===== src/rtl/hldiv_pkg.sv =====
package hldiv_pkg;
  localparam int unsigned CNT_W = 8;
  localparam int unsigned POS_W = CNT_W + 1;
  localparam int unsigned PER_W = CNT_W + 2;

  typedef struct packed {
    logic             bypass;
    logic             odd;
    logic [CNT_W-1:0] high;
    logic [CNT_W-1:0] low;
  } div_cfg_t;

  // A count of zero stands for the full 2**CNT_W cycles.
  function automatic logic [POS_W-1:0] eff_count(input logic [CNT_W-1:0] c);
    logic [POS_W-1:0] r;
    if (c == '0) r = POS_W'(1) << CNT_W;
    else         r = POS_W'(c);
    return r;
  endfunction

  function automatic logic [PER_W-1:0] period_of(input div_cfg_t c);
    logic [PER_W-1:0] r;
    if (c.bypass) r = PER_W'(1);
    else          r = PER_W'(eff_count(c.high)) + PER_W'(eff_count(c.low));
    return r;
  endfunction
endpackage


===== src/rtl/hl_cfg_shadow.sv =====
module hl_cfg_shadow
  import hldiv_pkg::*;
#(
  parameter div_cfg_t RST_CFG = '0
) (
  input  logic     clk,
  input  logic     rst,
  input  logic     upd,
  input  div_cfg_t new_cfg,
  input  logic     wrap,
  output div_cfg_t act
);
  div_cfg_t shadow;
  logic     pend;

  always_ff @(posedge clk) begin
    if (rst) begin
      shadow <= RST_CFG;
      pend   <= 1'b0;
      act    <= RST_CFG;
    end else begin
      if (upd) begin
        shadow <= new_cfg;
        pend   <= 1'b1;
      end else if (wrap) begin
        pend   <= 1'b0;
      end
      if (wrap && pend) act <= shadow;
    end
  end

  // a strobe leaves a pending copy of the inputs
  p_capture_r5: assert property (@(posedge clk) disable iff (rst)
    upd |=> (pend && shadow == $past(new_cfg)));

  // without a strobe the shadow copy does not move
  p_ignore_r5: assert property (@(posedge clk) disable iff (rst)
    !upd |=> $stable(shadow));

  // active settings change only on a period boundary
  p_hold_r6: assert property (@(posedge clk) disable iff (rst)
    !wrap |=> $stable(act));
endmodule


===== src/rtl/hl_phase_counter.sv =====
module hl_phase_counter
  import hldiv_pkg::*;
(
  input  logic     clk,
  input  logic     rst,
  input  div_cfg_t act,
  output logic     wrap,
  output logic     hi_q
);
  logic [POS_W-1:0] pos;
  logic [POS_W-1:0] pos_nx;
  logic [POS_W-1:0] high_e;
  logic [PER_W-1:0] per;
  logic             first;

  always_comb begin
    per    = period_of(act);
    high_e = eff_count(act.high);
    pos_nx = pos + POS_W'(1);
    wrap   = first || ((PER_W'(pos) + PER_W'(1)) == per);
  end

  always_ff @(posedge clk) begin
    if (rst) begin
      pos   <= '0;
      first <= 1'b1;
      hi_q  <= 1'b0;
    end else if (wrap) begin
      pos   <= '0;
      first <= 1'b0;
      hi_q  <= 1'b1;
    end else begin
      pos   <= pos_nx;
      hi_q  <= (pos_nx < high_e);
    end
  end

  // reset forces the high-phase flag low
  p_reset_low_r7: assert property (@(posedge clk)
    rst |=> !hi_q);

  // the position never leaves the active period
  p_pos_bound_r1: assert property (@(posedge clk) disable iff (rst)
    !first |-> (PER_W'(pos) < per));

  // the high phase ends exactly after the programmed count
  p_fall_at_high_r1: assert property (@(posedge clk) disable iff (rst)
    $fell(hi_q) |-> (pos == high_e));

  // a high phase only begins at position zero
  p_rise_on_wrap_r6: assert property (@(posedge clk) disable iff (rst)
    $rose(hi_q) |-> (pos == '0));
endmodule


===== src/rtl/hl_half_stretch.sv =====
module hl_half_stretch (
  input  logic clk,
  input  logic rst,
  input  logic hi_q,
  output logic hi_n
);
  // Copy of the high-phase flag delayed to the falling source edge.
  always_ff @(negedge clk) begin
    if (rst) hi_n <= 1'b0;
    else     hi_n <= hi_q;
  end
endmodule


===== src/rtl/hl_clk_divider.sv =====
module hl_clk_divider
  import hldiv_pkg::*;
#(
  parameter int unsigned RST_HIGH = 2,
  parameter int unsigned RST_LOW  = 2
) (
  input  logic             clk_in,
  input  logic             rst,
  input  logic             upd_stb,
  input  logic [CNT_W-1:0] set_high,
  input  logic [CNT_W-1:0] set_low,
  input  logic             set_bypass,
  input  logic             set_odd,
  output logic             clk_out
);
  localparam div_cfg_t RST_CFG = '{bypass: 1'b0, odd: 1'b0,
                                   high: CNT_W'(RST_HIGH), low: CNT_W'(RST_LOW)};

  div_cfg_t new_cfg;
  div_cfg_t act;
  logic     wrap;
  logic     hi_q;
  logic     hi_n;

  always_comb begin
    new_cfg.bypass = set_bypass;
    new_cfg.odd    = set_odd;
    new_cfg.high   = set_high;
    new_cfg.low    = set_low;
  end

  hl_cfg_shadow #(.RST_CFG(RST_CFG)) u_shadow (
    .clk(clk_in), .rst(rst), .upd(upd_stb), .new_cfg(new_cfg),
    .wrap(wrap), .act(act)
  );

  hl_phase_counter u_count (
    .clk(clk_in), .rst(rst), .act(act), .wrap(wrap), .hi_q(hi_q)
  );

  hl_half_stretch u_stretch (
    .clk(clk_in), .rst(rst), .hi_q(hi_q), .hi_n(hi_n)
  );

  always_comb begin
    if (act.bypass) clk_out = clk_in;
    else            clk_out = hi_q | (act.odd & hi_n);
  end

  // with stretch off the delayed copy never shows at the output
  p_no_stretch_r4: assert property (@(posedge clk_in) disable iff (rst)
    (!act.bypass && !act.odd) |-> (clk_out == hi_q));
endmodule


===== config.mk =====
export PLATFORM = sky130hd
export DESIGN_NAME = hl_clk_divider
export DESIGN_NICKNAME = d
export VERILOG_FILES = /design/src/rtl/hldiv_pkg.sv /design/src/rtl/hl_cfg_shadow.sv /design/src/rtl/hl_phase_counter.sv /design/src/rtl/hl_half_stretch.sv /design/src/rtl/hl_clk_divider.sv
export SDC_FILE = /design/constraint.sdc
export NUM_CORES = 1
export LEC_CHECK = 0
export CAP_MARGIN = 20
export CORE_ASPECT_RATIO = 0.9
export CORE_MARGIN = 2
export CORE_UTILIZATION = 65
export CTS_BUF_LIST = sky130_fd_sc_hd__clkbuf_4
export DETAILED_ROUTE_END_ITERATION = 10
export GPL_TIMING_DRIVEN = 0
export PLACE_DENSITY = 0.91
export SLEW_MARGIN = 20
export SYNTH_ARGS = -nofsm -noshare
export SYNTH_HDL_FRONTEND = slang
export SYNTH_HIERARCHICAL = 1
export SYNTH_SLANG_ARGS = --single-unit

===== constraint.sdc =====
create_clock -name clk_in -period 6.7 [get_ports clk_in]
set_input_delay 1.34 -clock clk_in [delete_from_list [all_inputs] [get_ports clk_in]]
set_output_delay 1.34 -clock clk_in [all_outputs]
set_load 0.02 [all_outputs]

Yosys cells after proc, flatten, opt, wreduce, memory -nomap -nowiden
Index checks and enable logic that the tools add are counted.

Register bits after elaboration: 49. Logic and storage cells: 35. Input port bits: 21. Output and inout bits: 1.

Mux-type cells: 9. Equality and inequality tests: 1. Add/sub/neg operators: 3. Reduce and logical (&&, ||, !) cells: 6. Bitwise operators: 2. Magnitude comparators: 1.

Operator list (number): $mux W9 (4); $logic_not A8 Y1 (2); $add A9 B1 Y10 const B (1); $add A9 B9 Y10 (1); $eq A10 B10 Y1 (1); $mux W10 (1); $add A9 B1 Y9 const B (1); $lt A9 B9 Y1 (1); $mux W1 (4); $reduce_bool A2 Y1 (1); $reduce_or A2 Y1 (1); $and A1 B1 Y1 (1); $logic_and A1 B1 Y1 (1); $logic_or A1 B1 Y1 (1); $or A1 B1 Y1 (1).

Longest topological paths before layout
Gate-level depths: netlist of run 1.

Depth in word-level cells: 9. Mapped depth: 16. Mapped depth without buffers: 13.

By module
The synthesis of run 1 kept the hierarchy.

By module, submodules not included: hl_cfg_shadow (area an instance 1542.7 sq um, instances 1, cells an instance 143); hl_phase_counter (area an instance 1403.8 sq um, instances 1, cells an instance 178); hl_half_stretch (area an instance 37.5 sq um, instances 1, cells an instance 3); hl_clk_divider (area an instance 21.3 sq um, instances 1, cells an instance 3).

==> results of run 1 <==
==> per-stage QoR <==
stage               power, mW  util, %  instances  hold slack (ns)
global placement        0.418     73.8        410            0.470
finish                  0.550     75.0        417            0.485
floorplan               0.391        -        327            0.443
CTS                     0.553     75.0        417            0.488
global route            0.578     75.0        417            0.515
detailed placement      0.423     73.8        410            0.470
==> path summary, 6_finish.rpt <==
path / cells past startpoint / end
hold / removal: 2 / u_shadow/act[14]$_SDFFE_PP0P_
hold reg to reg: 2 / u_shadow/act[14]$_SDFFE_PP0P_
setup / recovery: 3 / clk_out
setup reg to reg: 16 / u_shadow/act[3]$_SDFFE_PP0P_
==> flip-flops by register name, indices dropped and copies added, names as in the netlist <==
signal           cells
u_shadow/act        18
u_shadow/pend        1
u_count/hi_q         1
u_count/first        1
u_shadow/shadow     18
u_stretch/hi_n       1
u_count/pos          9
==> cell usage after synthesis, types with 6 or more instances <==
master	count
a21oi_2	16
buf_2	6
nand3_1	24
mux2i_1	17
a21oi_1	13
xor2_1	10
xnor2_1	7
ha_1	18
clkbuf_1	17
nand2_1	8
buf_6	8
and3_1	11
a21bo_1	14
nor2_1	27
inv_1	17
dfxtp_1	49
==> power groups by stage <==
stage	Clock [mW]	Combinational, mW	Sequential [mW]
after global placement	0.00703	0.0929	0.318
after floorplan	0.00558	0.0704	0.315
after CTS	0.143	0.0979	0.312
final	0.139	0.0989	0.312
after global routing	0.156	0.108	0.314
after detailed placement	0.00703	0.0972	0.318
==> cell type report <==
cell class	count	area (µm²)	share of cell area, %
Multi-Input combinational cell	227	1740	51.9
Sequential cell	49	981	29.3
Buffer	34	225	6.73
Timing Repair Buffer	20	200	5.98
Tap cell	62	77.6	2.32
Inverter	15	56.3	1.68
Clock buffer	7	55.1	1.65
Clock inverter	3	15.0	0.449
==> logic make-up (layout without fill, tap and decap cells) <==
family / count (synthesis) / after routing
AND/OR/NAND/NOR: 99 / 99
AO/OA/AOI/OAI: 75 / 75
buffers and inverters: 51 / 79
adder cells (fa/ha/maj): 19 / 19
XOR/XNOR: 17 / 17
flip-flops: 49 / 49
multiplexers: 17 / 17
==> metal layers <==
| metal | global-route usage (%) | up-vias |
|---|---|---|
| met2 | 45.7 | 68 |
| met3 | 5.38 | 10 |
| met1 | 35.6 | 1143 |
| li1 | - | 1198 |
| met4 | 7.89 | 0 |
| met5 | 0 | - |
==> worst reg2reg max path: cells and delay by family, from the launching register on <==
family | cells | cell delay (ns)
buffers and inverters | 4 | 0.53
AO/OA/AOI/OAI | 4 | 1.21
AND/OR/NAND/NOR | 6 | 1.08
adder cells (fa/ha/maj) | 2 | 0.57
flip-flops | 1 | 0.42
==> impl_metrics.py, run 1 <==
metrics = {
    "status": {
        "outcome": "completed",
    },
    "grt": {
        "grt_pass1_wl_mm": 10.7,
        "grt_max_degree": 15,
        "grt_overflow_total": 0,
        "antenna_found_initial": 0,
        "grt_use_total_pct": 27.2,
        "grt_pass1_vias": 2403,
    },
    "synthesis": {
        "synth_top_cell_by_area": "dfxtp_1",
        "syn-mean-instance-area_um2": 9.19,
        "yosysWarnings": 6,
        "synthTopCellsByArea": "dfxtp_1 (33%), ha_1 (7.5%), mux2i_1 (5.7%)",
        "syn_nets": 367,
        "netlist_instances": 327,
        "synth_top_family_by_area": "compound AO/OA/AOI/OAI gates",
        "synth_area_mm2": 0.00301,
        "synth_seq_cells": 49,
        "async_flop_share_pct": 0,
        "yosys-mux-area-fraction_pct": 5.66,
        "netlist-cell-type-count": 55,
        "ys_seq_area_share_pct": 32.6,
        "synth-compound-area-share_pct": 20.9,
        "yosysTopAreaCellShare_pct": 32.6,
        "synthSimpleGateAreaFrac_pct": 18.0,
        "synth-edff-count": 0,
        "synth_xor_area_share_pct": 4.95,
        "synth_fa_ha_area_share_pct": 8.16,
        "synth_ff_type": "dfxtp_1",
    },
    "finish": {
        "final_nets": 395,
        "fin_area_mm2": 0.00335,
        "fill_cells": 335,
        "area_delta_synth_final_pct": 11.3,
        "mostFrequentLayoutCells": "dfxtp_1 (49), nor2_1 (27), nand3_1 (24), clkdlybuf4s50_1 (21), ha_1 (18)",
        "final_common_cell": "dfxtp_1",
        "drive_gt1_share_pct": 15.8,
        "num_antenna_cells": 0,
    },
    "cts": {
        "cts_resized": 0,
        "ctsHoldBuffers": 0,
        "cts_tree": "built",
        "cts-root-buf": "clkbuf_4",
        "cts-buffers-inserted": 5,
        "clk_latency_ns": 0.40,
        "postCtsSetupRepairBufs": 0,
        "htree_num_levels": 2,
        "cts.clk_slew.worst_paths_ns": 0.13,
        "clock_path_buffers": 2,
    },
    "critical_path": {
        "worstPathArrival_ns": 4.87,
        "path_delay_family": "buffers and inverters",
        "crit_fanout": 1,
        "max_stage_delay_ns": 0.62,
        "worst_ep_required_time_ns": 5.36,
        "critPathLaunchType": "flip-flop",
        "crit_type": "flip-flop to output pin",
        "r2r_slack_ns": 2.82,
        "end_kind": "output pin",
        "critPathBufInv": 1,
        "path_cells": "a211oi_2, a21oi_1, clkdlybuf4s50_1",
        "timing.rr.start": "u_shadow/act[8]$_SDFFE_PP0P_",
        "crit_start": "u_stretch/hi_n$_SDFF_NP0_",
        "worst_path_max_delay_cell": "clkdlybuf4s50_1",
    },
    "sta": {
        "relSlewSlack_pct": 61.9,
        "setup_viol": 0,
        "finalMaxSlewViolations": 0,
        "rsz0062_at_grt": "no",
        "hold_viol": 0,
        "setup_slack_ns": 0.488,
        "clock_skew_ns": 0.0516,
        "tightest_slew_ns": 0.567,
        "tns_ns": 0,
    },
    "placement": {
        "dpl_cell_area_mm2": 0.00329,
        "gp_congestion": 0.853,
        "io_buffers": 21,
        "place_hpwl_mm": 4.95,
        "place_ws_ns": 0.928,
    },
    "floorplanning": {
        "die_h_um": 68.5,
        "initial_core_util_pct": 67.4,
        "num_rows": 23,
        "core_area_mm2": 0.00446,
        "dieArea_mm2": 0.00518,
        "ios": 22,
        "die_x_um": 75.7,
    },
    "routing": {
        "vias": 2419,
        "dr.pass1.iters": 4,
        "ant_nets": 0,
        "top_layer_used": "met4",
        "drt-met1-wl_mm": 2.93,
        "drt-total-wl_mm": 6.34,
        "wl_met2_mm": 3.00,
        "wire_per_inst_um": 15.2,
        "viasPerCell": 5.80,
        "drcViolationCount": 0,
        "drt_iter0_markers": 126,
        "wl_met3_um": 313,
    },
    "pwr": {
        "comb_power_share_pct": 18.0,
        "powerDensity_mw_per_mm2": 164,
        "ir_worst_vdd_mv": 0.145,
        "pwr-share-seq_pct": 56.7,
        "p_leak_nw": 1.43,
        "netSwitchingPower_uw": 150,
        "p_int_uw": 400,
        "switching_share_pct": 27.3,
        "clkPwrFrac_pct": 25.3,
    },
    "hold_path": {
        "hp-class": "flip-flop to flip-flop",
        "hp-start": "u_shadow/shadow[14]$_SDFFE_PP0P_",
    },
    "flow_run": {
        "maxCapViolations": 0,
    },
}
Power figures use the tool's default switching activity.
==> inputs of run 2 (changes only) <==
Settings changed: REMOVE_ABC_BUFFERS from default to 1.
==> run 2 against run 1 <==
Effect of this change:
- via count shrank 5.9%
- flip-flop and latch count is the same
- design area shrank 5.8%
- largest cell class unchanged
- sequential power grew 1%
- die area is the same
- largest power group unchanged
- clock power grew 5%
==> impl_metrics.py, run 2 (synthesis gave the netlist of run 1 again) <==
metrics = {
    "status": {
        "outcome": "completed",
    },
    "cts": {
        "cts_resized": 0,
        "cts-buffers-inserted": 5,
        "ctsHoldBuffers": 0,
        "cts_tree": "built",
        "cts-root-buf": "clkbuf_4",
        "htree_num_levels": 2,
        "cts.clk_slew.worst_paths_ns": 0.13,
        "postCtsSetupRepairBufs": 0,
        "clock_path_buffers": 2,
        "clk_latency_ns": 0.40,
    },
    "routing": {
        "drt_iter0_markers": 154,
        "drcViolationCount": 0,
        "wire_per_inst_um": 14.9,
        "dr.pass1.iters": 4,
        "drt-total-wl_mm": 5.72,
        "vias": 2276,
        "ant_nets": 0,
        "viasPerCell": 5.91,
    },
    "grt": {
        "use_met1_pct": 31.7,
        "grt_overflow_total": 0,
        "grt_pass1_wl_mm": 9.67,
        "antenna_found_initial": 0,
        "busiest_layer": "met2",
        "grt_pass1_vias": 2149,
        "grt_max_degree": 37,
        "grt_use_met3_pct": 4.65,
        "grtUsageMet2_pct": 41.0,
        "grt_use_total_pct": 24.4,
    },
    "hold_path": {
        "hp-class": "flip-flop to flip-flop",
    },
    "floorplanning": {
        "dieArea_mm2": 0.00518,
        "ios": 22,
        "die_x_um": 75.7,
        "die_h_um": 68.5,
        "initial_core_util_pct": 67.4,
        "num_rows": 23,
        "core_area_mm2": 0.00446,
    },
    "sta": {
        "setup_viol": 0,
        "clock_skew_ns": 0.0427,
        "relSlewSlack_pct": 26.8,
        "rsz0062_at_grt": "no",
        "finalMaxSlewViolations": 0,
        "tns_ns": 0,
        "setup_slack_ns": 0.487,
        "hold_slack_ns": 0.475,
        "hold_viol": 0,
        "tightest_slew_ns": 1.10,
    },
    "finish": {
        "num_antenna_cells": 0,
        "final_nets": 362,
        "mostFrequentLayoutCells": "dfxtp_1 (48), nor2_1 (27), nand3_1 (24), clkdlybuf4s50_1 (20), ha_1 (18)",
        "fin_area_mm2": 0.00315,
        "fill_cells": 330,
        "largestRegisters": "u_shadow/act: 18 flops, u_shadow/shadow: 18 flops, u_count/pos: 9 flops",
        "drive_gt1_share_pct": 13.6,
        "area_delta_synth_final_pct": 4.87,
        "final_common_cell": "dfxtp_1",
        "layout.cells.non_filler": 385,
        "fin_util_pct": 70.7,
    },
    "placement": {
        "placedCellCount": 377,
        "place_ws_ns": 0.912,
        "gp_congestion": 0.853,
        "place_hpwl_mm": 4.21,
        "io_buffers": 21,
        "dpl_cell_area_mm2": 0.00309,
    },
    "critical_path": {
        "critPathBufInv": 1,
        "path_cells": "a211oi_2, a21oi_1, clkdlybuf4s50_1",
        "r2r_slack_ns": 2.58,
        "end_kind": "output pin",
        "crit_fanout": 1,
        "max_stage_delay_ns": 0.62,
        "worst_ep_required_time_ns": 5.36,
        "worstPathArrival_ns": 4.87,
        "crit_type": "flip-flop to output pin",
        "path_delay_family": "buffers and inverters",
        "worst_path_max_delay_cell": "clkdlybuf4s50_1",
        "critPathLaunchType": "flip-flop",
    },
    "pwr": {
        "power_uw": 545,
        "ir_worst_vdd_mv": 0.134,
        "powerDensity_mw_per_mm2": 173,
        "p_leak_nw": 1.33,
    },
    "flow_run": {
        "maxCapViolations": 0,
    },
}
## run 2: where the power goes
part	internal, mW	switching, mW
clock network	0.0520	0.0944
logic	0.0418	0.0415
registers	0.303	0.0122
total	0.397	0.148
## run 2: cell type report
type | instances | area (µm²) | share of cell area (%)
flip-flops and latches | 49 | 982 | 31.2
clock inverters | 3 | 12.5 | 0.397
multi-input cells | 227 | 1740 | 55.1
inverters | 15 | 56.3 | 1.79
well taps | 62 | 77.6 | 2.46
repair buffers | 21 | 223 | 7.07
clock buffers | 8 | 62.6 | 1.98
## run 2: tightest hold or removal path: stages (launching register included)
cell and delay, ns:
dfxtp_1 0.33, nand3_1 0.06, a21oi_1 0.05
## run 2: path summary, 6_finish.rpt
kind,start,cells past startpoint,to
worst min register to register,u_shadow/shadow[17]$_SDFFE_PP0P_,2,u_shadow/act[17]$_SDFFE_PP0P_
worst min-delay path,u_shadow/shadow[17]$_SDFFE_PP0P_,2,u_shadow/act[17]$_SDFFE_PP0P_
worst max-delay path,u_stretch/hi_n$_SDFF_NP0_,3,clk_out
worst max register to register,u_shadow/act[8]$_SDFFE_PP0P_,13,u_shadow/act[1]$_SDFFE_PP1P_
## run 2: per-layer routing
layer  routed length, µm  share of wire [%]  up-vias
li1                    -                  -     1136
met1                2520                 44     1080
met2                2890                 51       52
met3                 237                4.1        8
met4                  69                1.2        0
met5                   0                  0        -
